File: config.mk
export PLATFORM = sky130hd
export DESIGN_NAME = rdo_seq
export DESIGN_NICKNAME = d
export VERILOG_FILES = /design/src/rtl/rdo_pkg.sv /design/src/rtl/rdo_step_ctrl.sv /design/src/rtl/rdo_capture.sv /design/src/rtl/rdo_result_buf.sv /design/src/rtl/rdo_seq.sv
export SDC_FILE = /design/constraint.sdc
export NUM_CORES = 1
export LEC_CHECK = 0
export BUFFER_PORTS_ARGS = -buffer_cell sky130_fd_sc_hd__buf_4
export CORE_MARGIN = 4
export CORE_UTILIZATION = 35
export CTS_CLUSTER_DIAMETER = 80
export DETAILED_ROUTE_END_ITERATION = 16
export GPL_ROUTABILITY_DRIVEN = 0
export GPL_TIMING_DRIVEN = 1
export PLACE_DENSITY = 0.5
export SLEW_MARGIN = 25
export SYNTH_ARGS = -nofsm -noshare
export SYNTH_HDL_FRONTEND = slang
export SYNTH_HIERARCHICAL = 1
export SYNTH_SLANG_ARGS = --single-unit
File: constraint.sdc
create_clock -name clk -period 5.6 [get_ports clk]
set_clock_uncertainty 0.05 [all_clocks]
set_input_delay 0.28 -clock clk [delete_from_list [all_inputs] [get_ports clk]]
set_output_delay 0.28 -clock clk [all_outputs]
set_load 0.01 [all_outputs]
File: src/rtl/rdo_pkg.sv
package rdo_pkg;

  typedef enum logic [1:0] {
    PH_IDLE   = 2'd0,
    PH_DWELL  = 2'd1,
    PH_SAMPLE = 2'd2
  } rdo_phase_e;

  // Flat buffer position of the entry for (module, group).
  function automatic int entry_index(input int mod_i, input int grp_i, input int n_grp);
    return mod_i * n_grp + grp_i;
  endfunction

  // Bit offset of module m's result word inside the packed front-end bus.
  function automatic int word_base(input int mod_i, input int grp_sz);
    return mod_i * grp_sz;
  endfunction

endpackage

File: src/rtl/rdo_step_ctrl.sv
module rdo_step_ctrl
  import rdo_pkg::*;
#(
  parameter int N_GRP = 6,
  parameter int GW    = 3,
  parameter int DW    = 8,
  parameter int TW    = 8
) (
  input  logic          clk,
  input  logic          rst_n,
  input  logic          start,
  input  logic [DW-1:0] dwell_cfg,
  input  logic [TW-1:0] timeout_cfg,
  input  logic          all_in,
  output rdo_phase_e    phase,
  output logic [GW-1:0] grp,
  output logic          arm,
  output logic          sampling,
  output logic          close,
  output logic          cycle_done
);

  localparam logic [GW-1:0] LAST_GRP = GW'(N_GRP - 1);

  rdo_phase_e    phase_q;
  logic [GW-1:0] grp_q;
  logic [DW-1:0] dcnt_q;
  logic [TW-1:0] tcnt_q;
  logic          done_q;
  logic [DW-1:0] dwell_eff;
  logic          timeout_hit;
  logic          last_grp;

  assign dwell_eff   = (dwell_cfg == '0) ? DW'(1) : dwell_cfg;
  assign sampling    = (phase_q == PH_SAMPLE);
  assign arm         = (phase_q == PH_DWELL) && (dcnt_q >= dwell_eff);
  assign timeout_hit = (tcnt_q >= timeout_cfg);
  assign close       = sampling && (all_in || timeout_hit);
  assign last_grp    = (grp_q == LAST_GRP);

  always_ff @(posedge clk) begin
    if (!rst_n) begin
      phase_q <= PH_IDLE;
      grp_q   <= '0;
      dcnt_q  <= '0;
      tcnt_q  <= '0;
      done_q  <= 1'b0;
    end else begin
      done_q <= close && last_grp;
      unique case (phase_q)
        PH_IDLE: begin
          if (start) begin
            phase_q <= PH_DWELL;
            grp_q   <= '0;
            dcnt_q  <= DW'(1);
          end
        end
        PH_DWELL: begin
          if (arm) begin
            phase_q <= PH_SAMPLE;
            tcnt_q  <= '0;
          end else begin
            dcnt_q <= dcnt_q + DW'(1);
          end
        end
        PH_SAMPLE: begin
          if (close) begin
            if (last_grp) begin
              phase_q <= PH_IDLE;
            end else begin
              phase_q <= PH_DWELL;
              grp_q   <= grp_q + GW'(1);
              dcnt_q  <= DW'(1);
            end
          end else begin
            tcnt_q <= tcnt_q + TW'(1);
          end
        end
        default: phase_q <= PH_IDLE;
      endcase
    end
  end

  assign phase      = phase_q;
  assign grp        = grp_q;
  assign cycle_done = done_q;


  busy_start_chk: assert property (@(posedge clk) disable iff (!rst_n)
    (phase_q != PH_IDLE) && start && !close |=> grp_q == $past(grp_q));


  grp_hold_chk: assert property (@(posedge clk) disable iff (!rst_n)
    sampling && !close |=> $stable(grp_q));


  done_from_last_chk: assert property (@(posedge clk) disable iff (!rst_n)
    $rose(done_q) |-> $past(grp_q) == LAST_GRP);


  done_single_chk: assert property (@(posedge clk) disable iff (!rst_n)
    done_q |=> !done_q);

endmodule

File: src/rtl/rdo_capture.sv
module rdo_capture #(
  parameter int N_MOD = 4
) (
  input  logic             clk,
  input  logic             rst_n,
  input  logic             arm,
  input  logic             sampling,
  input  logic             close,
  input  logic [N_MOD-1:0] res_valid,
  output logic             all_in,
  output logic [N_MOD-1:0] wr_ok,
  output logic [N_MOD-1:0] wr_err
);

  logic [N_MOD-1:0] pend_q;

  for (genvar m = 0; m < N_MOD; m++) begin : g_mod
    always_ff @(posedge clk) begin
      if (!rst_n) begin
        pend_q[m] <= 1'b0;
      end else if (arm) begin
        pend_q[m] <= 1'b1;
      end else if (close) begin
        pend_q[m] <= 1'b0;
      end else if (sampling && res_valid[m]) begin
        pend_q[m] <= 1'b0;
      end
    end
    assign wr_ok[m]  = sampling && pend_q[m] && res_valid[m];
    assign wr_err[m] = close && pend_q[m] && !res_valid[m];
  end

  assign all_in = ((pend_q & ~res_valid) == '0);


  pend_clear_only_chk: assert property (@(posedge clk) disable iff (!rst_n)
    !arm |=> ((pend_q & ~$past(pend_q)) == '0));


  no_dual_write_chk: assert property (@(posedge clk) disable iff (!rst_n)
    (wr_ok & wr_err) == '0);


  close_empties_chk: assert property (@(posedge clk) disable iff (!rst_n)
    close |=> pend_q == '0);

endmodule

File: src/rtl/rdo_result_buf.sv
module rdo_result_buf
  import rdo_pkg::*;
#(
  parameter int N_MOD  = 4,
  parameter int N_GRP  = 6,
  parameter int GRP_SZ = 8,
  parameter int GW     = 3,
  parameter int MW     = 2
) (
  input  logic                    clk,
  input  logic                    rst_n,
  input  logic [GW-1:0]           grp,
  input  logic [N_MOD-1:0]        wr_ok,
  input  logic [N_MOD-1:0]        wr_err,
  input  logic [N_MOD*GRP_SZ-1:0] res_word,
  input  logic [MW-1:0]           rd_mod,
  input  logic [GW-1:0]           rd_grp,
  output logic [GRP_SZ-1:0]       rd_word,
  output logic                    rd_err
);

  localparam int N_ENT = N_MOD * N_GRP;

  logic [N_ENT*GRP_SZ-1:0] words_flat;
  logic [N_ENT-1:0]        errs_flat;

  for (genvar m = 0; m < N_MOD; m++) begin : g_mod
    for (genvar g = 0; g < N_GRP; g++) begin : g_grp
      localparam int IDX = entry_index(m, g, N_GRP);
      logic [GRP_SZ-1:0] word_q;
      logic              err_q;
      always_ff @(posedge clk) begin
        if (!rst_n) begin
          word_q <= '0;
          err_q  <= 1'b0;
        end else if (grp == GW'(g)) begin
          if (wr_ok[m]) begin
            word_q <= res_word[word_base(m, GRP_SZ) +: GRP_SZ];
            err_q  <= 1'b0;
          end else if (wr_err[m]) begin
            word_q <= '0;
            err_q  <= 1'b1;
          end
        end
      end
      assign words_flat[IDX*GRP_SZ +: GRP_SZ] = word_q;
      assign errs_flat[IDX]                   = err_q;
    end
  end

  logic rd_in_range;
  int   rd_idx;

  assign rd_in_range = ({1'b0, rd_mod} < (MW+1)'(N_MOD)) &&
                       ({1'b0, rd_grp} < (GW+1)'(N_GRP));
  assign rd_idx      = entry_index(int'(rd_mod), int'(rd_grp), N_GRP);

  always_comb begin
    rd_word = '0;
    rd_err  = 1'b0;
    if (rd_in_range) begin
      rd_word = words_flat[rd_idx*GRP_SZ +: GRP_SZ];
      rd_err  = errs_flat[rd_idx];
    end
  end


  rd_zero_on_err_chk: assert property (@(posedge clk) disable iff (!rst_n)
    rd_err |-> rd_word == '0);

endmodule

File: src/rtl/rdo_seq.sv
module rdo_seq
  import rdo_pkg::*;
#(
  parameter int N_MOD  = 4,
  parameter int N_GRP  = 6,
  parameter int GRP_SZ = 8,
  parameter int DW     = 8,
  parameter int TW     = 8,
  parameter int GW     = (N_GRP > 1) ? $clog2(N_GRP) : 1,
  parameter int MW     = (N_MOD > 1) ? $clog2(N_MOD) : 1
) (
  input  logic                    clk,
  input  logic                    rst_n,
  input  logic                    start,
  input  logic [DW-1:0]           dwell_cfg,
  input  logic [TW-1:0]           timeout_cfg,
  input  logic [N_MOD-1:0]        res_valid,
  input  logic [N_MOD*GRP_SZ-1:0] res_word,
  output logic [GW-1:0]           grp_addr,
  output logic                    plunger_pulse,
  output logic                    busy,
  output logic                    cycle_done,
  input  logic [MW-1:0]           rd_mod,
  input  logic [GW-1:0]           rd_grp,
  output logic [GRP_SZ-1:0]       rd_word,
  output logic                    rd_err
);

  rdo_phase_e       phase;
  logic [GW-1:0]    grp;
  logic             arm;
  logic             sampling;
  logic             close;
  logic             all_in;
  logic [N_MOD-1:0] wr_ok;
  logic [N_MOD-1:0] wr_err;

  rdo_step_ctrl #(
    .N_GRP(N_GRP), .GW(GW), .DW(DW), .TW(TW)
  ) u_ctrl (
    .clk(clk), .rst_n(rst_n), .start(start),
    .dwell_cfg(dwell_cfg), .timeout_cfg(timeout_cfg), .all_in(all_in),
    .phase(phase), .grp(grp), .arm(arm), .sampling(sampling),
    .close(close), .cycle_done(cycle_done)
  );

  rdo_capture #(
    .N_MOD(N_MOD)
  ) u_cap (
    .clk(clk), .rst_n(rst_n), .arm(arm), .sampling(sampling),
    .close(close), .res_valid(res_valid), .all_in(all_in),
    .wr_ok(wr_ok), .wr_err(wr_err)
  );

  rdo_result_buf #(
    .N_MOD(N_MOD), .N_GRP(N_GRP), .GRP_SZ(GRP_SZ), .GW(GW), .MW(MW)
  ) u_buf (
    .clk(clk), .rst_n(rst_n), .grp(grp), .wr_ok(wr_ok), .wr_err(wr_err),
    .res_word(res_word), .rd_mod(rd_mod), .rd_grp(rd_grp),
    .rd_word(rd_word), .rd_err(rd_err)
  );

  assign grp_addr      = grp;
  assign busy          = (phase != PH_IDLE);
  assign plunger_pulse = (phase == PH_DWELL) || (phase == PH_SAMPLE);


  idle_quiet_chk: assert property (@(posedge clk) disable iff (!rst_n)
    !busy |-> !plunger_pulse);

endmodule

== Yosys cells after proc, flatten, opt, wreduce, memory -nomap -nowiden ==
Index checks and enable logic that the tools add are counted.

* Bits in registers: 242
* Bits of input ports: 60
* Output and inout port bits: 15
* Logic and storage cells: 206

* Add/subtract/negate cells: 4
* Multipliers: 1
* Magnitude comparators: 4
* Eq/ne operators: 13
* Shift operators: 1
* Mux-type cells: 51
* Bitwise gates (word level): 2
* Reductions and logical operators: 73

{| class="wikitable"
|+ Operators with widths
! kind !! number
|-
| 192-bit by 32-bit indexed part select with 8-bit output || 1
|-
| 8-bit 2-to-1 mux || 16
|-
| 2-bit AND reduction || 24
|-
| 32-bit by 4-bit adder with 32-bit output || 1
|-
| 32-bit by 7-bit < comparator with 1-bit output (second input constant) || 1
|-
| 1-bit 2-to-1 mux || 24
|-
| 8-bit case mux with 3 select lines || 1
|-
| 1-bit logical AND || 23
|-
| 8-bit by 1-bit adder with 8-bit output (second input constant) || 2
|-
| 8-bit greater-or-equal comparator || 2
|-
| 8-bit case mux with 2 select lines || 1
|-
| 3-bit nonzero test || 5
|-
| 2-bit nonzero test || 7
|-
| 2-bit != test (second input constant) || 6
|-
| 3-bit 2-to-1 mux || 3
|-
| 8-bit zero test || 1
|-
| 3-bit by 2-bit equality test with 1-bit output (second input constant) || 2
|-
| 3-bit equality test (second input constant) || 2
|-
| 2-bit 2-to-1 mux || 3
|-
| 2-bit case mux with 3 select lines || 1
|-
| 3-bit case mux with 2 select lines || 1
|-
| 3-bit AND reduction || 2
|-
| 1-bit binary-select mux with 5-bit select || 1
|-
| 5-bit AND reduction || 1
|-
| other kinds (14) || 18
|}

== Logic depth before layout (Yosys ltp) ==
* Word-level depth: 9
* Depth in mapped cells: 12
* Mapped depth without buffers: 11

== Hierarchy ==
Netlist, hierarchy kept.

{| class="wikitable"
|+ By module, submodules not included
! module !! times used !! cells each !! area an instance (sq um) !! sequential area each (sq um)
|-
| rdo_result_buf || 1 || 922 || 9793.1 || 4324.1
|-
| rdo_step_ctrl || 1 || 190 || 1552.7 || 440.4
|-
| rdo_capture || 1 || 28 || 234.0 || 80.1
|-
| rdo_seq || 1 || 4 || 23.8 || 0.0
|}

== Worst setup path after synthesis ==
Ideal clock, no wire load.

* Path kind: register -> register
* Start point: reg u_ctrl.tcnt_q[0]
* End point: reg u_buf.g_mod[2].g_grp[1].word_q[0]
* Library setup time: 118 ps
* Arrival time: 2775 ps
* Data required time: 5432 ps
* Path slack: 2656 ps
* Cell stages (with the launch flop): 13
* Buffers on the path: 1
* Clock period less this slack: 2944 ps
* Cell sequence: dfxtp_1 -> inv_1 -> ha_1 -> nor3b_1 -> o21ai_0 -> a21oi_1 -> nor2_1 -> nor3b_1 -> or2_2 -> clkbuf_1 -> nand2_1 -> a22oi_1 -> nor2b_1

* Longest elaborated chain between the ends: 7

{| class="wikitable"
|+ RTL lines
! item !! line !! RTL
|-
| from (decl) || rdo_step_ctrl.sv:28 || <nowiki>logic [TW-1:0] tcnt_q;</nowiki>
|-
| from (signal assigned) || rdo_step_ctrl.sv:76 || <nowiki>tcnt_q <= tcnt_q + TW'(1);</nowiki>
|-
| 8-bit greater-or-equal comparator || rdo_step_ctrl.sv:37 || <nowiki>assign timeout_hit = (tcnt_q >= timeout_cfg);</nowiki>
|-
| 1-bit logical OR || rdo_step_ctrl.sv:38 || <nowiki>assign close = sampling && (all_in || timeout_hit);</nowiki>
|-
| 1-bit logical AND || rdo_step_ctrl.sv:38 ||
|-
| net close || rdo_seq.sv:33 || <nowiki>logic close;</nowiki>
|-
| 1-bit logical AND (2 in a row) || rdo_capture.sv:30 || <nowiki>assign wr_err[m] = close && pend_q[m] && !res_valid[m];</nowiki>
|-
| net wr_err[2] || rdo_seq.sv:36 || <nowiki>logic [N_MOD-1:0] wr_err;</nowiki>
|-
| 2-bit nonzero test (no source line) || - ||
|-
| 2-bit AND reduction (no source line) || - ||
|-
| to (signal assigned) || rdo_result_buf.sv:38 || <nowiki>word_q <= res_word[word_base(m, GRP_SZ) +: GRP_SZ];</nowiki>
|-
| to (decl) || rdo_result_buf.sv:30 || <nowiki>logic [GRP_SZ-1:0] word_q;</nowiki>
|}

The timed path passes the listed nets, and every way through them passes these cells.
A chain may end at the register's enable or synchronous reset.

== Final worst setup path ==
* Start point: in rd_mod[0]
* End point: out rd_word[7]

* Longest elaborated chain between the ends: 4

{| class="wikitable"
|+ RTL lines
! item !! line !! RTL
|-
| from (decl) || rdo_seq.sv:23 || <nowiki>input logic [MW-1:0] rd_mod,</nowiki>
|-
| 2-bit by 2-bit multiplier with 4-bit output || rdo_pkg.sv:11 || <nowiki>return mod_i * n_grp + grp_i;</nowiki>
|-
| 32-bit by 4-bit adder with 32-bit output || rdo_pkg.sv:11 ||
|-
| 192-bit by 32-bit indexed part select with 8-bit output || rdo_result_buf.sv:62 || <nowiki>rd_word = words_flat[rd_idx*GRP_SZ +: GRP_SZ];</nowiki>
|-
| 8-bit 2-to-1 mux || rdo_result_buf.sv:61 || <nowiki>if (rd_in_range) begin</nowiki>
|-
| to (decl) || rdo_seq.sv:25 || <nowiki>output logic [GRP_SZ-1:0] rd_word,</nowiki>
|}

No other way between the ends.

==> reports/qor.json <==
{
  "timing": {
    "hold_viol": 0,
    "layout_setup_ws_ps": 1755,
    "slew_violations": 0,
    "setup_total_negative_slack_ps": 0,
    "rsz0062_at_grt": "false",
    "period_share": 0.6866,
    "timing.final.crit_period_ps": 3845,
    "headroom_to_the_max_slew_limit": 0.2676,
    "worst_pin_slew_ps": 1094,
    "setup-violations-final": 0,
    "achievable-frequency_mhz": 260.1
  },
  "logic_synthesis": {
    "synthesized_net_count": 1230,
    "postSynthAreaPerCell_um2": 10.14,
    "synth.lib_cells_used.distinct": 64,
    "synth.ff_latch_count": 242,
    "synthCells": 1144,
    "mappedNetlistArea_um2": 11600,
    "async_reset_ff_frac": 0,
    "synth-edff-count": 0,
    "synth-seq-area-share": 0.4175,
    "yosysWarnings": 6,
    "dominantRegCellSynth": "sky130_fd_sc_hd__dfxtp_1"
  },
  "cts": {
    "clkSinkCount": 242,
    "cts.htree.levels": 1,
    "bufs_on_longest_clock_path": 3,
    "clkLatencyLatePin_ps": 530,
    "ctsResizeCount": 0,
    "numCtsBuffers": 29,
    "tritoncts_clock_tree": "built",
    "path_clk_slew_ps": 60,
    "clock_tree.root_cell": "sky130_fd_sc_hd__clkbuf_16"
  },
  "grt": {
    "grt_remaining_overflow": 0,
    "antenna_found_initial": 0,
    "largest_net_degree_at_the_start_of_global_routing": 113,
    "via_count_of_the_first_global_routing_pass": 8843,
    "total_track_usage": 0.1934,
    "grt_pass1_wl_um": 54920
  },
  "layout": {
    "antenna_diode_count": 0,
    "areaGrowthSynthToFinish_pct": 16.06,
    "drive_gt1_frac": 0.1720,
    "layout.cells.most_common": "sky130_fd_sc_hd__dfxtp_1",
    "filler_cell_count": 3220,
    "most-common-layout-cells": "sky130_fd_sc_hd__dfxtp_1 (242), sky130_fd_sc_hd__nor2b_1 (195), sky130_fd_sc_hd__a22oi_1 (194)",
    "area.sequential_um2": 4845,
    "multi_input_gate_area_um2": 6255,
    "final_net_count": 1275
  },
  "critical_path": {
    "cp_num_buf_inv": 4,
    "rr_worst_depth": 11,
    "critical_path.max_fanout": 27,
    "r2r_end": "u_buf/g_mod[0].g_grp[1].word_q[0]",
    "timing.critical_path.cells": "buf_4 > inv_1 > ha_1 > fa_2 > buf_4 > mux4_2 > mux2i_1 > o221ai_1 > buf_4",
    "setup_crit_end_kind": "output pin",
    "critPathSlowestCell": "sky130_fd_sc_hd__fa_2",
    "critical_path_s_largest_stage_delay_ps": 1180,
    "critical_path_arrival_ps": 3520,
    "worst_path_dominant_cell_family": "adder cells",
    "critPathLaunchType": "input port",
    "rr_startpoint": "u_ctrl/tcnt_q[0]",
    "setup.reg_to_reg.worst_slack_ps": 1790,
    "timing.critical_path.required_ps": 5270,
    "cp_common_cell": "sky130_fd_sc_hd__buf_4",
    "critical_path_class": "in2out"
  },
  "pwr": {
    "max-vdd-ir-drop_v": 0.0002362,
    "power.density_nw_per_um2": 289.4,
    "p_leak_nw": 4.651,
    "total_power_mw": 3.898
  },
  "routing": {
    "via_count": 9052,
    "initialDrtViolationCount": 728,
    "drt_pre_antenna_iters": 5,
    "viasPerCell": 5.483,
    "post-route-drc-count": 0,
    "detail_route.wl_per_cell_um": 21.60,
    "finalWirelength_um": 35650,
    "ant_nets": 0
  },
  "placement": {
    "port_buffers": 74,
    "detailed_place_hpwl_um": 24010,
    "preCtsSetupSlack_ps": 1777
  },
  "flow_run": {
    "cap_viol_max_count": 0
  },
  "floorplanning": {
    "floorplan.die.width_um": 190.1,
    "design.core.area_um2": 32620,
    "floorplan.die.height_um": 190.1,
    "num_io_pins": 75,
    "die_area_um2": 36130,
    "floorplan.initialDensity": 0.3557,
    "rows": 66
  },
  "status": {
    "outcome": "completed"
  },
  "hold_path": {
    "min_path_cells": 3,
    "holdCritPathClass": "in2reg",
    "worst_hold_startpoint": "res_word[29]",
    "min_to": "u_buf/g_mod[3].g_grp[1].word_q[5]"
  }
}
## metal layers
layer / share of wire / track usage / wire length [um] / up-vias
met1: 0.48 / 0.2851 / 17050 / 4432
li1: - / - / - / 4333
met3: 0.056 / 0.03009 / 1987 / 47
met4: 0.023 / 0.04508 / 810 / 0
met2: 0.44 / 0.2993 / 15810 / 240
met5: 0 / 0 / 0 / -
## state kept, by name (all words and copies together), names as in the netlist
| register | flops |
|---|---|
| u_buf/g_mod.g_grp.word_q | 192 |
| u_buf/g_mod.g_grp.err_q | 24 |
| u_ctrl/dcnt_q | 8 |
| u_ctrl/tcnt_q | 8 |
| u_cap/pend_q | 4 |
| u_ctrl/grp | 3 |
| u_ctrl/phase | 2 |
| u_ctrl/cycle_done | 1 |
## logic make-up after synthesis
| family | Yosys count | share of synthesized area |
|---|---|---|
| adders and majority gates | 26 | 0.02868 |
| buffers and inverters | 120 | 0.04475 |
| xor gates and xnor gates | 1 | 0.0007549 |
| and+or+nand+nor | 367 | 0.1888 |
| DFF | 242 | 0.4175 |
| muxes | 83 | 0.1265 |
| AOI/OAI and AO/OA | 305 | 0.1930 |
## stage by stage
step                      hold WS (ps)  area [um^2]  std cells  utilization
after floorplan                  347.7        11600       1144            -
after global routing             20.10        13470       1651       0.4129
after global placement           416.2        12440       1592       0.3815
final                            30.42        13470       1651       0.4129
after detailed placement         424.6        12440       1592       0.3815
after CTS                        5.889        13470       1651       0.4129
## repair_timing
item                                   in CTS  in global routing
endpoints found under the hold margin      27                  0
hold buffers                                8                  0
setup buffers                               0                  0
## report_power, final
part           total (mW)  switching (mW)  internal (mW)
combinational       0.311           0.177          0.134
sequential           1.73         0.00330           1.72
clock                1.86           0.742           1.12
## worst reg2reg max path: cells and delay by family (launching register included)
| family | cells | cell delay, ps |
|---|---|---|
| buffers and inverters | 1 | 80 |
| AOI/OAI and AO/OA | 3 | 980 |
| adders and majority gates | 1 | 270 |
| DFF | 1 | 350 |
| and+or+nand+nor | 6 | 1970 |
## synthesized netlist by cell type (all sizes together), types with 9 or more instances
cell type / instances / area (um^2)
nand3: 11 / 55.05
nor3b: 31 / 232.7
a31oi: 11 / 68.82
nor2b: 195 / 1220
and2: 27 / 170.2
dfxtp: 242 / 4845
mux2: 9 / 101.4
clkbuf: 43 / 161.4
and3: 12 / 78.82
ha: 25 / 312.8
mux4: 50 / 1126
inv: 41 / 153.9
nor2: 9 / 33.78
a21oi: 37 / 185.2
o21a: 9 / 67.56
nand2: 50 / 187.7
mux2i: 24 / 240.2
buf: 36 / 203.9
a22oi: 194 / 1456
## cell type report
type / instances / area share
sequential: 242 / 0.3598
inverter: 41 / 0.01143
tap: 442 / 0.04107
clock inverter: 11 / 0.008548
clock buffer: 40 / 0.06141
timing repair buffer: 93 / 0.05333
multi-input combinational: 782 / 0.4645
## worst max-delay path by stage
| stage | depth (start not counted) | start | slack, ps | endpoint |
|---|---|---|---|---|
| finish | 9 | rd_mod[0] | 1750 | rd_word[7] |
| global route | 11 | u_ctrl/tcnt_q[0] | 1410 | u_buf/g_mod[0].g_grp[1].word_q[5] |
| CTS | 9 | rd_mod[0] | 1770 | rd_word[7] |
| detailed placement | 9 | rd_mod[0] | 1780 | rd_word[7] |
| global placement | 10 | rd_mod[0] | 1800 | rd_err |
| floorplan | 12 | u_ctrl/tcnt_q[0] | 2660 | u_buf/g_mod[2].g_grp[1].word_q[0] |
Note: power is estimated with default switching activity, not from simulation.
